<file path="config.mk">
export PLATFORM = sky130hd
export DESIGN_NAME = tx_pkt_fifo_resp
export DESIGN_NICKNAME = d
export VERILOG_FILES = /design/src/rtl/tfr_pkg.sv /design/src/rtl/tfr_store.sv /design/src/rtl/tfr_flush_ctrl.sv /design/src/rtl/tfr_rd_ctrl.sv /design/src/rtl/tx_pkt_fifo_resp.sv
export SDC_FILE = /design/constraint.sdc
export NUM_CORES = 1
export LEC_CHECK = 0
export BUFFER_PORTS_ARGS = -buffer_cell sky130_fd_sc_hd__buf_2
export CAP_MARGIN = 20
export CELL_PAD_IN_SITES_DETAIL_PLACEMENT = 1
export CELL_PAD_IN_SITES_GLOBAL_PLACEMENT = 1
export CORE_AREA = 3 3 298 242
export CTS_BUF_LIST = sky130_fd_sc_hd__clkbuf_16
export DETAILED_ROUTE_END_ITERATION = 12
export DIE_AREA = 0 0 301 245
export PLACE_DENSITY = 0.55
export SLEW_MARGIN = 30
export SYNTH_ARGS = -nofsm -noshare
export SYNTH_HDL_FRONTEND = slang
export SYNTH_SLANG_ARGS = --single-unit
</file>
<file path="constraint.sdc">
create_clock -name clk -period 5.46 [get_ports clk]
set_input_delay 1.092 -clock clk [delete_from_list [all_inputs] [get_ports clk]]
set_output_delay 1.092 -clock clk [all_outputs]
set_load 0.01 [all_outputs]
</file>
<file path="src/rtl/tfr_pkg.sv">
package tfr_pkg;

  // Kind of flush handshake currently running
  typedef enum logic {
    FK_ERR = 1'b0,
    FK_COL = 1'b1
  } flush_kind_e;

  // Status bit that requests a replay instead of a full clear
  localparam int COL_BIT = 0;

  // Marker positions above the data field of a stored word
  localparam int F_SOP = 0;
  localparam int F_EOP = 1;
  localparam int F_ERR = 2;
  localparam int N_FLAGS = 3;

endpackage

</file>
<file path="src/rtl/tfr_store.sv">
module tfr_store #(
  parameter int WORD_W = 35,
  parameter int DEPTH  = 16,
  localparam int AW    = $clog2(DEPTH)
) (
  input  logic              clk,
  input  logic              wr_fire,
  input  logic [AW-1:0]     wr_addr,
  input  logic [WORD_W-1:0] wr_word,
  input  logic [AW-1:0]     rd_addr,
  output logic [WORD_W-1:0] rd_word
);

  logic [WORD_W-1:0] mem_q [DEPTH];

  // Storage only; no reset on the data array
  always_ff @(posedge clk) begin
    if (wr_fire) begin
      mem_q[wr_addr] <= wr_word;
    end
  end

  // Read is combinational so the end marker is known in the request cycle
  assign rd_word = mem_q[rd_addr];

endmodule

</file>
<file path="src/rtl/tfr_flush_ctrl.sv">
module tfr_flush_ctrl
  import tfr_pkg::*;
#(
  parameter int STAT_W       = 4,
  parameter int FLUSH_CYCLES = 2,
  localparam int CW          = $clog2(FLUSH_CYCLES + 1)
) (
  input  logic              clk,
  input  logic              rst_n,
  input  logic [STAT_W-1:0] mac_status,
  output logic              status_tog,
  output logic              flushed,
  output logic              col_evt,
  output logic              err_evt,
  output logic              wr_block
);

  logic        armed_q, armed_d;
  logic        tog_q, tog_d;
  logic [CW-1:0] cnt_q, cnt_d;
  flush_kind_e kind_q, kind_d;
  logic        busy, take, any_stat;

  assign any_stat = |mac_status;
  assign busy     = (cnt_q != '0);
  assign take     = armed_q & any_stat & ~busy;
  assign col_evt  = take & mac_status[COL_BIT];
  assign err_evt  = take & ~mac_status[COL_BIT];

  always_comb begin
    armed_d = armed_q;
    tog_d   = tog_q;
    cnt_d   = cnt_q;
    kind_d  = kind_q;
    if (take) begin
      armed_d = 1'b0;
      tog_d   = ~tog_q;
      cnt_d   = CW'(FLUSH_CYCLES);
      kind_d  = mac_status[COL_BIT] ? FK_COL : FK_ERR;
    end else begin
      if (!any_stat) begin
        armed_d = 1'b1;
      end
      if (busy) begin
        cnt_d = cnt_q - 1'b1;
      end
    end
  end

  always_ff @(posedge clk or negedge rst_n) begin
    if (!rst_n) begin
      armed_q <= 1'b1;
      tog_q   <= 1'b0;
      cnt_q   <= '0;
      kind_q  <= FK_ERR;
    end else begin
      armed_q <= armed_d;
      tog_q   <= tog_d;
      cnt_q   <= cnt_d;
      kind_q  <= kind_d;
    end
  end

  assign status_tog = tog_q;
  assign flushed    = busy;
  assign wr_block   = busy & (kind_q == FK_ERR);

endmodule

</file>
<file path="src/rtl/tfr_rd_ctrl.sv">
module tfr_rd_ctrl
  import tfr_pkg::*;
#(
  parameter int DATA_W = 32,
  parameter int DEPTH  = 16,
  localparam int WORD_W = DATA_W + N_FLAGS,
  localparam int AW     = $clog2(DEPTH),
  localparam int PW     = AW + 1
) (
  input  logic              clk,
  input  logic              rst_n,
  input  logic              wr_en,
  input  logic              wr_is_eop,
  input  logic              wr_block,
  input  logic              err_evt,
  input  logic              col_evt,
  input  logic              rd_req,
  input  logic [WORD_W-1:0] rd_word,
  output logic              wr_fire,
  output logic [AW-1:0]     wr_addr,
  output logic [AW-1:0]     rd_addr,
  output logic              full,
  output logic              frames_nz,
  output logic              rsp_valid,
  output logic              rsp_uf,
  output logic [WORD_W-1:0] rsp_word
);

  logic [PW-1:0] wr_ptr_q, wr_ptr_d;
  logic [PW-1:0] rd_ptr_q, rd_ptr_d;
  logic [PW-1:0] base_q, base_d;
  logic [PW-1:0] frames_q, frames_d;
  logic [PW-1:0] used;
  logic          avail, do_rd, rd_sop, rd_eop, inc, dec;
  logic          rsp_valid_q, rsp_uf_q;
  logic [WORD_W-1:0] rsp_word_q;

  assign used    = wr_ptr_q - base_q;
  assign full    = (used == PW'(DEPTH));
  assign avail   = (wr_ptr_q != rd_ptr_q);
  assign wr_fire = wr_en & ~full & ~wr_block & ~err_evt;
  assign do_rd   = rd_req & avail;
  assign rd_sop  = rd_word[DATA_W + F_SOP];
  assign rd_eop  = rd_word[DATA_W + F_EOP];
  assign inc     = wr_fire & wr_is_eop;
  assign dec     = do_rd & rd_eop & ~col_evt;

  always_comb begin
    wr_ptr_d = wr_ptr_q;
    rd_ptr_d = rd_ptr_q;
    base_d   = base_q;
    frames_d = frames_q + PW'(inc) - PW'(dec);
    if (err_evt) begin
      wr_ptr_d = '0;
      rd_ptr_d = '0;
      base_d   = '0;
      frames_d = '0;
    end else begin
      if (wr_fire) begin
        wr_ptr_d = wr_ptr_q + 1'b1;
      end
      if (col_evt) begin
        rd_ptr_d = base_q;
      end else if (do_rd) begin
        rd_ptr_d = rd_ptr_q + 1'b1;
        if (rd_eop) begin
          base_d = rd_ptr_q + 1'b1;
        end else if (rd_sop) begin
          base_d = rd_ptr_q;
        end
      end
    end
  end

  always_ff @(posedge clk or negedge rst_n) begin
    if (!rst_n) begin
      wr_ptr_q    <= '0;
      rd_ptr_q    <= '0;
      base_q      <= '0;
      frames_q    <= '0;
      rsp_valid_q <= 1'b0;
      rsp_uf_q    <= 1'b0;
    end else begin
      wr_ptr_q    <= wr_ptr_d;
      rd_ptr_q    <= rd_ptr_d;
      base_q      <= base_d;
      frames_q    <= frames_d;
      rsp_valid_q <= do_rd;
      rsp_uf_q    <= rd_req & ~avail;
    end
  end

  // Response word register, loaded only on a served read
  always_ff @(posedge clk) begin
    if (do_rd) begin
      rsp_word_q <= rd_word;
    end
  end

  assign wr_addr   = wr_ptr_q[AW-1:0];
  assign rd_addr   = rd_ptr_q[AW-1:0];
  assign frames_nz = (frames_q != '0);
  assign rsp_valid = rsp_valid_q;
  assign rsp_uf    = rsp_uf_q;
  assign rsp_word  = rsp_word_q;

endmodule

</file>
<file path="src/rtl/tx_pkt_fifo_resp.sv">
module tx_pkt_fifo_resp
  import tfr_pkg::*;
#(
  parameter int DATA_W       = 32,
  parameter int DEPTH        = 16,
  parameter int STAT_W       = 4,
  parameter int FLUSH_CYCLES = 2,
  localparam int WORD_W      = DATA_W + N_FLAGS,
  localparam int AW          = $clog2(DEPTH)
) (
  input  logic              clk,
  input  logic              rst_n,
  input  logic              wr_en,
  input  logic [DATA_W-1:0] wr_data,
  input  logic              wr_sop,
  input  logic              wr_eop,
  input  logic              wr_err,
  output logic              wr_full,
  input  logic              rd_req,
  output logic              rsp_valid,
  output logic              rsp_underflow,
  output logic [DATA_W-1:0] rsp_data,
  output logic              rsp_sop,
  output logic              rsp_eop,
  output logic              rsp_err,
  output logic              frame_ready,
  input  logic [STAT_W-1:0] mac_status,
  output logic              status_tog,
  output logic              flushed
);

  logic              wr_fire, full, frames_nz;
  logic              col_evt, err_evt, wr_block;
  logic [AW-1:0]     wr_addr, rd_addr;
  logic [WORD_W-1:0] wr_word, rd_word, rsp_word;
  logic [N_FLAGS-1:0] wr_flags;

  always_comb begin
    wr_flags        = '0;
    wr_flags[F_SOP] = wr_sop;
    wr_flags[F_EOP] = wr_eop;
    wr_flags[F_ERR] = wr_err;
  end
  assign wr_word = {wr_flags, wr_data};

  tfr_store #(
    .WORD_W (WORD_W),
    .DEPTH  (DEPTH)
  ) u_store (
    .clk     (clk),
    .wr_fire (wr_fire),
    .wr_addr (wr_addr),
    .wr_word (wr_word),
    .rd_addr (rd_addr),
    .rd_word (rd_word)
  );

  tfr_flush_ctrl #(
    .STAT_W       (STAT_W),
    .FLUSH_CYCLES (FLUSH_CYCLES)
  ) u_flush (
    .clk        (clk),
    .rst_n      (rst_n),
    .mac_status (mac_status),
    .status_tog (status_tog),
    .flushed    (flushed),
    .col_evt    (col_evt),
    .err_evt    (err_evt),
    .wr_block   (wr_block)
  );

  tfr_rd_ctrl #(
    .DATA_W (DATA_W),
    .DEPTH  (DEPTH)
  ) u_rd (
    .clk       (clk),
    .rst_n     (rst_n),
    .wr_en     (wr_en),
    .wr_is_eop (wr_eop),
    .wr_block  (wr_block),
    .err_evt   (err_evt),
    .col_evt   (col_evt),
    .rd_req    (rd_req),
    .rd_word   (rd_word),
    .wr_fire   (wr_fire),
    .wr_addr   (wr_addr),
    .rd_addr   (rd_addr),
    .full      (full),
    .frames_nz (frames_nz),
    .rsp_valid (rsp_valid),
    .rsp_uf    (rsp_underflow),
    .rsp_word  (rsp_word)
  );

  assign wr_full     = full;
  assign frame_ready = frames_nz & ~flushed;
  assign rsp_data    = rsp_word[DATA_W-1:0];
  assign rsp_sop     = rsp_valid & rsp_word[DATA_W + F_SOP];
  assign rsp_eop     = rsp_valid & rsp_word[DATA_W + F_EOP];
  assign rsp_err     = rsp_valid & rsp_word[DATA_W + F_ERR];

endmodule

</file>
Yosys cells after proc, flatten, opt, wreduce, memory -nomap -nowiden. Memory sizes are Yosys's and may differ from the RTL's. Cells that the tools add are included.

Latch bits: 0. ROM bits: 0. Word-level logic and storage cells: 75. Bits in registers: 62. Memories: 1. Bits in writable memories: 560. Output and inout bits: 41.

Reduce and logical (&&, ||, !) cells: 9. Bitwise logic cells: 26. Div/mod/pow operators: 0. $add $sub $neg: 6. Muxes and demuxes: 18. Eq/ne operators: 4. Magnitude comparators: 0. Shifts and indexed selects: 0. Multiply operators: 0.

Memory list: u_store.mem_q (words 16, width 35, rd ports 1, clocked after memory_dff 0, write ports 1, line tfr_store.sv:14) `logic [WORD_W-1:0] mem_q [DEPTH];`.

Operator list (count): $mux W5 (11); $and A1 B1 Y1 (17); $add A5 B1 Y5 const B (2); $not A1 Y1 (9); $reduce_bool A2 Y1 (4); $reduce_bool A3 Y1 (2); $add A5 B1 Y5 (1); $eq A5 B5 Y1 const B (1); $mux W1 (5); $ne A5 B5 Y1 (1); $reduce_bool A5 Y1 (1); $sub A5 B1 Y5 (1); $sub A5 B5 Y5 (1); $mux W2 (2); $ne A2 B1 Y1 const B (2); $reduce_or A4 Y1 (1); $reduce_and A3 Y1 (1); $sub A2 B1 Y2 const B (1).

Logic depth before layout (Yosys ltp). Gate-level depths: netlist of the first run.

Depth after elaboration: 10. Mapped depth: 16.

By module. Synthesis of the first run repeated with hierarchy kept, for this count alone.

Cells, all modules: 1104. Area, all modules: 24240.7 µm².

Modules (own cells, without submodules): tfr_store (seq. area each 16816.1 µm², instances 1, area each 21351.7 µm², cells each 879); tfr_rd_ctrl (seq. area each 1601.5 µm², instances 1, area each 2631.3 µm², cells each 200); tfr_flush_ctrl (seq. area each 126.4 µm², instances 1, area each 232.7 µm², cells each 21); tx_pkt_fifo_resp (seq. area each 0.0 µm², instances 1, area each 25.0 µm², cells each 4).

Worst setup path after synthesis of the first run. Ideal clock, no wire load.

Path kind: input port to flip-flop. From: in rd_req. To: reg u_rd.frames_q[4]. Stages on the path: 10. Path buffers: 0. Slack: 1.375 ns. Arrival time: 4.006 ns. Path through: a21boi_2 -> and3_1 -> ha_1 -> inv_1 -> ha_1 -> fa_1 -> a21oi_1 -> nor2_1 -> or3_1 -> a21oi_1.

Cells in the longest elaborated chain, start to end: 5.

RTL lines: start, declared (line tx_pkt_fifo_resp.sv:19) `input logic rd_req,`; $and A1 B1 Y1 (line tfr_rd_ctrl.sv:42) `assign do_rd = rd_req & avail;`; $and A1 B1 Y1 (2 in series) (line tfr_rd_ctrl.sv:46) `assign dec = do_rd & rd_eop & ~col_evt;`; $sub A5 B1 Y5 (line tfr_rd_ctrl.sv:52) `frames_d = frames_q + PW'(inc) - PW'(dec);`; $mux W5 (line tfr_rd_ctrl.sv:53) `if (err_evt) begin`; net u_rd.frames_d[4] (line tfr_rd_ctrl.sv:32) `logic [PW-1:0] frames_q, frames_d;`; end signal, assigned (line tfr_rd_ctrl.sv:87) `frames_q <= frames_d;`; end, declared (line tfr_rd_ctrl.sv:32).

The timed path passes the listed nets, and every way through them passes these cells. A chain may end at the register's enable or synchronous reset.

Worst setup path after layout of the first run.
From: reg u_rd.rd_ptr_q[0]. To: reg u_rd.frames_q[4].

RTL lines: start, declared (line tfr_rd_ctrl.sv:30) `logic [PW-1:0] rd_ptr_q, rd_ptr_d;`; start signal, assigned (line tfr_rd_ctrl.sv:85) `rd_ptr_q <= rd_ptr_d;`; $mem_v2 Z16 W35; net rd_word[33] (line tx_pkt_fifo_resp.sv:35) `logic [WORD_W-1:0] wr_word, rd_word, rsp_word;`; $and A1 B1 Y1 (2 in series) (line tfr_rd_ctrl.sv:46); $sub A5 B1 Y5 (line tfr_rd_ctrl.sv:52); $mux W5 (line tfr_rd_ctrl.sv:53); net u_rd.frames_d[4] (line tfr_rd_ctrl.sv:32).

The timed path passes the listed nets, and every way through them passes these cells.

==> results by group, run 1 <==
Die
  – Total core area: 0.06887 sq mm
  – Die Span X: 301 um
  – Rows: 86
  – Starting density of the core: 0.3512
  – Die height: 245 um
  – Top-Level Pins: 84
  – Die area: 0.07375 sq mm

Global routing
  – GRT Total Usage: 0.1598
  – Largest net degree at the start of global routing: 96
  – Grt ovf: 0
  – First-pass GRT wire length: 84.78 mm
  – Vias in the first global route: 11535
  – Initial antenna violation count: 6

Synth
  – Synthesized-area fraction occupied by adder cells: 0.009106
  – Largest family of logic cells by synthesized area: multiplexers
  – Multiplexer share of the synthesized area: 0.1627
  – Post-synthesis net count: 1121
  – #FFs+latches synth: 622
  – Mapped Cells: around 1100
  – Mapped Avg Cell Area: 22.79 sq um
  – Mapped cell area: between 0.02 and 0.025 sq mm
  – Sequential area share after synthesis: 0.7668
  – Compound-Gate Fraction of Synth Area: 0.01004
  – Synth Area in Simple Gates: 0.01961
  – Synth Warn #: 0
  – Cell variety after synth: 50
  – Synth Area in XOR/XNOR: 0.007606

Worst hold path
  – Worst min path class: flop to flop

CTS
  – H-tree lvl count: 2
  – Post-CTS Setup Bufs: 0
  – TritonCTS clock tree: done
  – Clk sink count: ~620
  – Worst-path clk slew: 0.06 ns
  – Worst-skew pair later-pin latency: 0.65 ns
  – CTS max path bufs: 3
  – Cts-stage hold buffer count: 0
  – CTS buffer count: 61
  – Root Buffer: clkbuf_16
  – Post-CTS sizing: 0

Pwr
  – Combinational fraction of design power: 0.279
  – Max VDD drop: 0.3559 mV
  – Int Pwr: around 10 mW
  – Seq pwr share: 0.436
  – Clock Power Share: 0.285
  – P_sw: around 4.3 mW
  – Lkg Pwr: 8.908 nW
  – Switching part of the total: 0.3030
  – Pwr/cell area: 521.8 mW/mm^2

Timing
  – Setup violators final: 0
  – Worst Slack Setup Final: 1.577 ns
  – RSZ-0062 raised after global routing: false
  – Final worst path period need: 3.883 ns
  – Max Slew Vio Count: 0
  – FMAX: about 260 MHz
  – Worst slew pin tran: 0.9880 ns
  – Tcrit/Tclk final: 0.7113
  – Fin Hold WS: 0.4786 ns
  – Final Hold Vio Count: 0
  – Clock Skew: 0.05241 ns
  – Headroom to the max-slew limit: 0.3413
  – Setup TNS: 0 ns

Final layout
  – Final core utilization: 0.3989
  – Final nets: 1215
  – Diode count: 0
  – Post-Layout Inst Area: between 0.02 and 0.03 sq mm
  – Layout Area Growth over Synthesis: 13.59%
  – Share of layout cells above drive strength 1: 0.3317

Critical path
  – Worst setup EP type: flop
  – Setup CP Type: flop to flop
  – Crit path max fanout: 26
  – Crit path required time: 6.02 ns
  – WP data arrival: about 4.4 ns
  – Startpoint class of the critical path: flop

Route
  – Pre-antenna DRT Iters: 5
  – DR iter-0 viols: 1288
  – DRT antenna net count: 0
  – Drt wl/cell: 27.42 um
  – Routed vias/inst: a little over 5
  – Vias: about 11000
  – DRC Markers: 0
  – Detailed-route wire length: 58.39 mm

Placed design
  – Detailed Place HPWL: 36.26 mm
  – Port bufs: 83
  – Place WS: approximately 0.97 ns
  – Routability cong.: 0.7468
  – DP Area: 0.02553 sq mm

Run status
  – Status: complete, no violations

Job
  – MaxCap Viol Count: 0
==> stage by stage <==
step / instances / power, mW
2_1_floorplan: 1061 / 9.122
4_1_cts: 2130 / 14.54
3_5_place_dp: 2016 / 10.42
3_3_place_gp: 2016 / 10.38
5_1_grt: 2130 / 15.05
6_report: 2130 / 14.33
==> final timing paths <==
check                           depth (start not counted)                 end          startpoint  slack, ns
worst min-delay path                                    1  u_flush.status_tog  u_flush.status_tog       0.48
min in group asynchronous                               1    u_rd.wr_ptr_q[2]               rst_n       0.49
worst max register to register                         14    u_rd.frames_q[4]    u_rd.rd_ptr_q[0]       1.58
worst max-delay path                                   14    u_rd.frames_q[4]    u_rd.rd_ptr_q[0]       1.58
max in group asynchronous                               1    u_rd.rd_ptr_q[1]               rst_n       4.49
worst min register to register                          1  u_flush.status_tog  u_flush.status_tog       0.48
==> kinds of logic (layout without fill, tap and decap cells) <==
logic type | after synthesis | in the layout
flops | 622 | 622
simple gates | 84 | 84
fa+ha+maj | 17 | 17
compound gates | 39 | 39
xor+xnor | 21 | 21
mux | 178 | 178
buf+inv | 100 | 245
==> power groups by stage <==
stage          logic (mW)  registers, mW  clock network (mW)
6_report             3.99           6.25                4.09
5_1_grt              4.33           6.32                4.41
4_1_cts              4.08           6.27                4.20
3_5_place_dp         4.06           6.36                   0
3_3_place_gp         4.04           6.35                   0
2_1_floorplan        3.03           6.10                   0
==> Yosys cell counts, drive strengths merged <==
master / count / area share
nor2b: 4 / 0.0010
or3: 1 / 0.00026
nand2b: 3 / 0.0011
o21ai: 7 / 0.0014
nor3b: 1 / 0.00052
and3b: 2 / 0.00072
and3: 8 / 0.0021
clkbuf: 18 / 0.0028
mux4: 171 / 0.16
and2b: 1 / 0.00031
nand3b: 1 / 0.00031
buf: 62 / 0.018
nand2: 9 / 0.0014
ha: 16 / 0.0083
a22oi: 1 / 0.00031
xor2: 11 / 0.0040
a211oi: 5 / 0.0018
and2: 17 / 0.0044
fa: 1 / 0.00083
mux2i: 5 / 0.0021
o221ai: 1 / 0.00036
nand4: 3 / 0.00078
nor2: 22 / 0.0034
a31oi: 1 / 0.00026
o211ai: 1 / 0.00031
nand3: 5 / 0.0012
dfstp: 1 / 0.0011
nor3: 5 / 0.0012
nor4: 1 / 0.00052
dfrtp: 26 / 0.027
edfxtp: 595 / 0.74
inv: 20 / 0.0031
o21a: 1 / 0.00031
a21oi: 19 / 0.0041
o311a: 1 / 0.00041
xnor2: 10 / 0.0036
a21boi: 1 / 0.00047
a21o: 1 / 0.00031
mux2: 2 / 0.00093
or4: 1 / 0.00031
==> critical path, cell delays in order (launching register included) <==
cell     delay [ns]
dfrtp_4        0.74
mux4_1         0.63
nor2_1         0.13
nor4_2         0.11
nor2_1         0.28
inv_1          0.09
and3_1         0.18
ha_1           0.27
inv_1          0.04
ha_1           0.20
fa_1           0.44
a21oi_1        0.17
nor2_1         0.06
or3_1          0.34
a21oi_1        0.14
==> cell usage in the layout, fill, tap and decap left out, drive strengths merged, types with 4 or more instances in the layout <==
| cell type | synthesis | final |
|---|---|---|
| o21ai | 7 | 7 |
| xnor2 | 10 | 10 |
| buf | 62 | 111 |
| clkinv | 0 | 34 |
| nor2b | 4 | 4 |
| and3 | 8 | 8 |
| edfxtp | 595 | 595 |
| a21oi | 19 | 19 |
| clkbuf | 18 | 61 |
| clkinvlp | 0 | 4 |
| dfrtp | 26 | 26 |
| ha | 16 | 16 |
| xor2 | 11 | 11 |
| nand3 | 5 | 5 |
| and2 | 17 | 17 |
| a211oi | 5 | 5 |
| inv | 20 | 30 |
| bufinv | 0 | 5 |
| nor3 | 5 | 5 |
| mux2i | 5 | 5 |
| nor2 | 22 | 22 |
| mux4 | 171 | 171 |
| nand2 | 9 | 9 |
==> area by class of cell <==
type	count	area (sq um)
clock buffer	61	1526
clock inverter	53	417.9
fill	6508	41400
inverter	20	75.07
multi-input combinational	339	5087
sequential	622	18560
tap	924	1156
timing repair buffer	111	650.6
==> sequential cells by signal, indices dropped and copies added (netlist names) <==
name                cells
u_flush.armed_q         1
u_flush.cnt_q           2
u_flush.kind_q          1
u_flush.status_tog      1
u_rd.base_q             5
u_rd.frames_q           5
u_rd.rd_ptr_q           5
u_rd.rsp_uf             1
u_rd.rsp_valid          1
u_rd.rsp_word          35
u_rd.wr_ptr_q           5
u_store.mem_q         560
==> per-layer routing <==
layer,vias to the layer above,GRT usage,wire (um)
li1,4571,-,-
met1,5999,0.2615,29030
met2,324,0.2180,24260
met3,76,0.02936,4102
met4,4,0.03736,975
met5,-,0,26
No activity file was read; power rests on OpenSTA's default activity.
==> run 2, diff against run 1 <==
==> constraint.sdc (replaced) <==
create_clock -name clk -period 4 [get_ports clk]
set_input_delay 0.8 -clock clk [delete_from_list [all_inputs] [get_ports clk]]
set_output_delay 0.8 -clock clk [all_outputs]
set_load 0.01 [all_outputs]
==> run 2 against run 1 <==
- clock-buffer cell count up 6
- core utilization up 0.62 points
- worst setup slack worse by 1.2 ns
- non-clock buffer count up 12
- total power up 36%
- routed wire length down 2.2%
- clock skew down 0.015 ns
- register-to-register slack worse by 1.2 ns
- fmax up 7.9%
- cell count up 0.89%
- via count about the same
- highest routed layer unchanged
==> results by group, run 2 (same netlist as run 1, synthesis figures left out) <==
Run status
  – Status: complete, no violations

Timing
  – Worst slew pin tran: 0.9117 ns (-0.07632 ns)
  – Final worst path period need: 3.599 ns (-0.2849 ns)
  – Setup violators final: 0 (unchanged)
  – Max Slew Vio Count: 0 (unchanged)
  – Setup TNS: 0 ns (unchanged)
  – Headroom to the max-slew limit: 0.3922 (+0.05088)
  – RSZ-0062 raised after global routing: false
  – Final Hold Vio Count: 0 (unchanged)
  – FMAX: 277.9 MHz (+7.9%)
  – Tcrit/Tclk final: 0.8997 (+0.1884)
  – Clock Skew: 0.03788 ns (-0.01453 ns)
  – Worst Slack Setup Final: 0.4014 ns (-1.175 ns)

Global routing
  – Vias in the first global route: 11922 (+3.4%)
  – GRT Total Usage: 0.1588 (-0.0009280)
  – Largest net degree at the start of global routing: 72 (-25%)
  – Initial antenna violation count: 5 (-1)
  – Grt ovf: 0 (unchanged)
  – First-pass GRT wire length: 84.70 mm (about the same)

Critical path
  – Critical path, cell by cell: mux4_1, nor2_1, nor4_2, nor2_1, inv_1, and3_1, ha_1, inv_1, ha_1, fa_1, a21oi_1, nor2_1, or3_1, a21oi_1
  – Crit path max fanout: 12 (-54%)
  – Reg2reg start: u_rd.rd_ptr_q[0]
  – Worst path max stage delay: 0.59 ns (-0.15 ns)
  – Crit path top cell by count: nor2_1
  – Startpoint class of the critical path: flop
  – Crit path required time: 4.52 ns (-1.50 ns)
  – R2R setup slack: 0.40 ns (-1.18 ns)
  – WP data arrival: 4.11 ns (-0.33 ns)
  – CP max-delay cell: nor4_2
  – Setup CP Type: flop to flop
  – Worst r2r path cells: 14 (unchanged)
  – Worst setup EP type: flop
  – FF-to-FF End: u_rd.frames_q[4]

Route
  – DR iter-0 viols: 950 (-26%)
  – Routed vias/inst: 5.107 (-0.88%)
  – Vias: 10975 (+0.0091%)
  – Detailed-route wire length: 57.13 mm (-2.2%)
  – DRC Markers: 0 (unchanged)
  – Pre-antenna DRT Iters: 5 (unchanged)
  – DRT antenna net count: 0 (unchanged)
  – Drt wl/cell: 26.58 um (-3.0%)

CTS
  – TritonCTS clock tree: done
  – Root Buffer: clkbuf_16
  – Worst-skew pair later-pin latency: 0.61 ns (-0.04 ns)
  – Clk sink count: 622 (unchanged)
  – Cts-stage hold buffer count: 0 (unchanged)
  – H-tree lvl count: 3 (+1)
  – Worst-path clk slew: 0.05 ns (about the same)
  – CTS max path bufs: 3 (unchanged)
  – Post-CTS sizing: 0 (unchanged)
  – CTS buffer count: 66 (+8.2%)
  – Post-CTS Setup Bufs: 0 (unchanged)

Die
  – Die height: 245 um (unchanged)
  – Total core area: 0.06887 sq mm (unchanged)
  – Starting density of the core: 0.3512 (unchanged)
  – Rows: 86 (unchanged)
  – Die Span X: 301 um (unchanged)
  – Top-Level Pins: 84 (unchanged)
  – Die area: 0.07375 sq mm (unchanged)

Final layout
  – Share of layout cells above drive strength 1: 0.3382 (+0.006560)
  – Number of flip-flops in the largest register: 560 (unchanged)
  – Layout Area Growth over Synthesis: 15.36%
  – Top reg by flops: u_store.mem_q
  – Most common cell after layout, fill and taps aside: edfxtp_1
  – Commonest non-fill, non-tap cells in the layout: 595 x edfxtp_1, 168 x mux4_2, 83 x buf_2, 67 x clkbuf_16, 36 x inv_1
  – Final core utilization: 0.4051 (+0.006195)
  – Final nets: 1232 (+1.4%)

Placed design
  – Detailed Place HPWL: 29.58 mm (-18%)
  – Port bufs: 83 (unchanged)
  – Routability cong.: 0.7007 (-6.2%)
  – Place WS: 0.4338 ns (-0.5376 ns)

Pwr
  – Pwr/cell area: 699.2 mW/mm^2 (+34%)
  – Max VDD drop: 0.4180 mV (+17%)
  – Lkg Pwr: 9.111 nW (+2.3%)

Worst hold path
  – Worst min path class: input port to asynchronous set/reset pin

Job
  – MaxCap Viol Count: 0 (unchanged)
[run 2: cell types whose count changed in the layout (fill, tap and decap cells not counted), moves of 2 or more]
cell,before,now
buf_12,2,18
inv_1,28,36
buf_4,26,19
clkbuf_16,61,67
clkinv_1,16,12
buf_6,0,3
bufinv_16,5,3
clkinvlp_4,4,2
[run 2: critical path, delay by kind of cell, from the launching register on]
kind	cells	cell delay, ns
and+or+nand+nor	6	1.40
AOI/OAI and AO/OA	2	0.31
muxes	1	0.36
adders and majority gates	3	0.75
DFF	1	0.56
buffers and inverters	2	0.17
[run 2: worst max path at each step]
stage | end | slack, ns | start
floorplan | u_rd.frames_q[4] | 0.15 | u_rd.rd_ptr_q[1]
global placement | u_rd.frames_q[4] | 0.43 | u_rd.rd_ptr_q[0]
detailed placement | u_rd.frames_q[4] | 0.43 | u_rd.rd_ptr_q[0]
CTS | u_rd.frames_q[4] | 0.43 | u_rd.rd_ptr_q[0]
global route | u_rd.frames_q[4] | 0.20 | u_rd.rd_ptr_q[0]
finish | u_rd.frames_q[4] | 0.40 | u_rd.rd_ptr_q[0]
[run 2: stage by stage]
| step | power [mW] | area [sq um] | instances | hold slack [ns] |
|---|---|---|---|---|
| global placement | 13.93 | 25810 | 2028 | 0.4716 |
| detailed placement | 13.97 | 25820 | 2028 | 0.4774 |
| global route | 20.56 | 27890 | 2148 | 0.2959 |
| CTS | 19.87 | 27890 | 2148 | 0.2519 |
| floorplan | 12.45 | 24180 | 1061 | 0.4471 |
| finish | 19.51 | 27900 | 2149 | 0.2536 |
[run 2: layout make-up]
type	count	area, sq um
fillers	6474	40970
inverters	20	75.07
multi-input cells	339	5084
flip-flops and latches	622	18560
clock inverters	53	394.1
diodes	1	2.502
clock buffers	67	1677
repair buffers	123	952.2
well taps	924	1156
[run 2: per-layer routing]
layer | wire [um] | vias to the layer above | track usage
met5 | 36 | - | 0
met4 | 1167 | 6 | 0.04180
met3 | 2725 | 86 | 0.03024
met2 | 26680 | 252 | 0.2455
met1 | 26530 | 6023 | 0.2319
li1 | - | 4608 | -
[run 2: power by group]
| part | switching [mW] | internal [mW] | total [mW] |
|---|---|---|---|
| logic | 2.72 | 2.56 | 5.28 |
| clock network | 2.54 | 3.28 | 5.82 |
| registers | 0.377 | 8.03 | 8.40 |
| total | 5.64 | 13.9 | 19.5 |
==> run 3, diff against run 2 <==
--- a/config.mk
+++ b/config.mk
@@ -9,10 +9,10 @@
 export CAP_MARGIN = 20
 export CELL_PAD_IN_SITES_DETAIL_PLACEMENT = 1
 export CELL_PAD_IN_SITES_GLOBAL_PLACEMENT = 1
-export CORE_AREA = 3 3 298 242
-export CTS_BUF_LIST = sky130_fd_sc_hd__clkbuf_16
+export CORE_AREA = 2 2 297 241
+export CTS_BUF_LIST = sky130_fd_sc_hd__clkbuf_4
 export DETAILED_ROUTE_END_ITERATION = 12
-export DIE_AREA = 0 0 301 245
+export DIE_AREA = 0 0 299 243
 export PLACE_DENSITY = 0.55
 export SLEW_MARGIN = 30
 export SYNTH_ARGS = -nofsm -noshare
==> run 3 against run 2 <==
- non-clock buffer count increased by 2
- worst setup slack improved by 0.055 ns
- fmax increased by 1.6%
- via count increased by 3.8%
- die area decreased by 1.5%
- flip-flop and latch count unchanged
- register-to-register slack improved by 0.08 ns
- routed wire length decreased by 0.12%
- clock-buffer cell count increased by 149
- largest cell class unchanged
- highest routed layer unchanged
==> results by group, run 3 (same netlist as run 1, synthesis figures left out) <==
Run status
  – Status: complete, no violations

Timing
  – Fin Hold WS: 0.1621 ns (-0.09150 ns)
  – Setup violators final: 0 (unchanged)
  – Worst slew pin tran: 0.8706 ns (-0.04105 ns)
  – Clock Skew: 0.06773 ns (+0.02985 ns)
  – RSZ-0062 raised after global routing: false
  – Setup TNS: 0 ns (unchanged)
  – Tcrit/Tclk final: 0.8858 (-0.01382)
  – FMAX: 282.2 MHz (+1.6%)
  – Worst Slack Setup Final: 0.4567 ns (+0.05529 ns)
  – Final Hold Vio Count: 0 (unchanged)
  – Headroom to the max-slew limit: 0.4196 (+0.02736)
  – Max Slew Vio Count: 0 (unchanged)
  – Final worst path period need: 3.543 ns (-0.05529 ns)

Worst hold path
  – Worst min path class: input port to flop

Route
  – Pre-antenna DRT Iters: 5 (unchanged)
  – DRT antenna net count: 0 (unchanged)
  – Detailed-route wire length: 57.06 mm (-0.12%)
  – DRC Markers: 0 (unchanged)
  – Vias: 11397 (+3.8%)
  – DR iter-0 viols: 721 (-24%)
  – Routed vias/inst: 4.973 (-2.6%)
  – Drt wl/cell: 24.90 um (-6.4%)

Global routing
  – M2 GR Usage: 0.2338 (-0.01172)
  – GRT Total Usage: 0.1608 (+0.001917)
  – Vias in the first global route: 12526 (+5.1%)
  – Grt ovf: 0 (unchanged)
  – Initial antenna violation count: 5 (unchanged)
  – Grt peak-use layer: met2
  – Largest net degree at the start of global routing: 50 (-31%)
  – First-pass GRT wire length: 84.08 mm (-0.72%)
  – Met1 usage: 0.2331 (+0.001225)
  – GRT met3 Usage: 0.04100 (+0.01075)

Pwr
  – Lkg Pwr: 9.114 nW (about the same)
  – Total power: 18.82 mW (-3.5%)
  – Pwr/cell area: 680.6 mW/mm^2 (-2.7%)
  – Max VDD drop: 0.3147 mV (-25%)

Critical path
  – Crit path max fanout: 7 (-5)
  – Worst setup EP type: primary output
  – Startpoint class of the critical path: flop
  – Crit path required time: 3.20 ns (-1.32 ns)
  – WP data arrival: 2.74 ns (-1.37 ns)
  – Setup CP Type: flop to primary output

CTS
  – CTS max path bufs: 3 (unchanged)
  – H-tree lvl count: 4 (+1)
  – Clk sink count: 622 (unchanged)
  – Worst-path clk slew: 0.08 ns (+0.03 ns)
  – Post-CTS sizing: 0 (unchanged)
  – Post-CTS Setup Bufs: 0 (unchanged)
  – Worst-skew pair later-pin latency: 1.00 ns (+0.39 ns)
  – CTS buffer count: 154 (+130%)
  – TritonCTS clock tree: done
  – Root Buffer: clkbuf_4

Die
  – Total core area: 0.06967 sq mm (+1.2%)
  – Die area: 0.07266 sq mm (-1.5%)
  – Top-Level Pins: 84 (unchanged)
  – Starting density of the core: 0.3471 (-0.004036)
  – Die height: 243 um (-0.82%)
  – Die Span X: 299 um (-0.66%)
  – Rows: 87 (+1.2%)

Placed design
  – Place WS: 0.4372 ns (+0.003397 ns)
  – Port bufs: 83 (unchanged)
  – DP Area: 0.02582 sq mm (about the same)
  – Placed insts: 2038 (+0.49%)
  – Detailed Place HPWL: 29.54 mm (-0.15%)
  – Routability cong.: 0.7274 (+3.8%)

Final layout
  – Commonest non-fill, non-tap cells in the layout: 595 x edfxtp_1, 216 x clkbuf_4, 168 x mux4_2, 83 x buf_2, 23 x buf_4
  – Number of flip-flops in the largest register: 560 (unchanged)
  – Top reg by flops: u_store.mem_q
  – Most common cell after layout, fill and taps aside: edfxtp_1
  – Share of layout cells above drive strength 1: 0.4075 (+0.06931)
  – Layout Area Growth over Synthesis: 14.34%
  – Post-Layout Inst Area: 0.02765 sq mm (-0.88%)
  – Final nets: 1322 (+7.3%)
  – Fin cells: 2292 (+6.7%)
  – Final core utilization: 0.3969 (-0.008194)

Job
  – MaxCap Viol Count: 0 (unchanged)
-- run 3: changes by cell type in the layout (fill, tap and decap cells not counted), sizes merged --
cell         delta
clkinvlp        +2
diode           +5
clkinv         -11
clkbuf        +149
bufinv          -2
inv            -12
dlygate4sd3     +2
-- run 3: cell type report --
type	count	area, sq um
clock inverter	30	175.2
sequential	622	18560
clock buffer	216	1622
tap	934	1169
inverter	20	75.07
antenna	6	15.01
timing repair buffer	125	954.7
fill	6742	42020
multi-input combinational	339	5084
-- run 3: final timing paths --
kind	end	start	slack [ns]	cells after the start
min reg2reg	u_flush.status_tog	u_flush.status_tog	0.47	1
min	u_store.mem_q[8][19]	wr_data[19]	0.16	1
max	wr_full	u_rd.wr_ptr_q[3]	0.46	6
max reg2reg	u_rd.frames_q[4]	u_rd.rd_ptr_q[0]	0.48	14
min in group asynchronous	u_rd.frames_q[1]	rst_n	0.37	2
max in group asynchronous	u_rd.rd_ptr_q[2]	rst_n	3.09	2
-- run 3: repair_timing --
item | 4_1_cts | 5_1_grt
setup endpoints to repair | 0 | 0
endpoints found under the hold margin | 27 | 0
hold buffers | 2 | 0
-- run 3: layer usage --
layer | wire length [um] | up-vias
li1 | - | 4863
met1 | 26840 | 6172
met2 | 25920 | 279
met3 | 3301 | 79
met4 | 959 | 4
met5 | 31 | -
-- run 3: where the power goes --
part,internal (mW),total (mW),switching (mW)
Clock,2.54,5.08,2.54
Combinational,2.60,5.38,2.77
Sequential,8.02,8.36,0.346
Total,13.2,18.8,5.66
-- run 3: worst max-delay path: stages (launching register included) --
cell and delay, ns:
dfrtp_1 0.50, ha_1 0.39, nor2b_1 0.14, nor3_1 0.06, o211ai_1 0.32, inv_1 0.15
buf_2 0.18
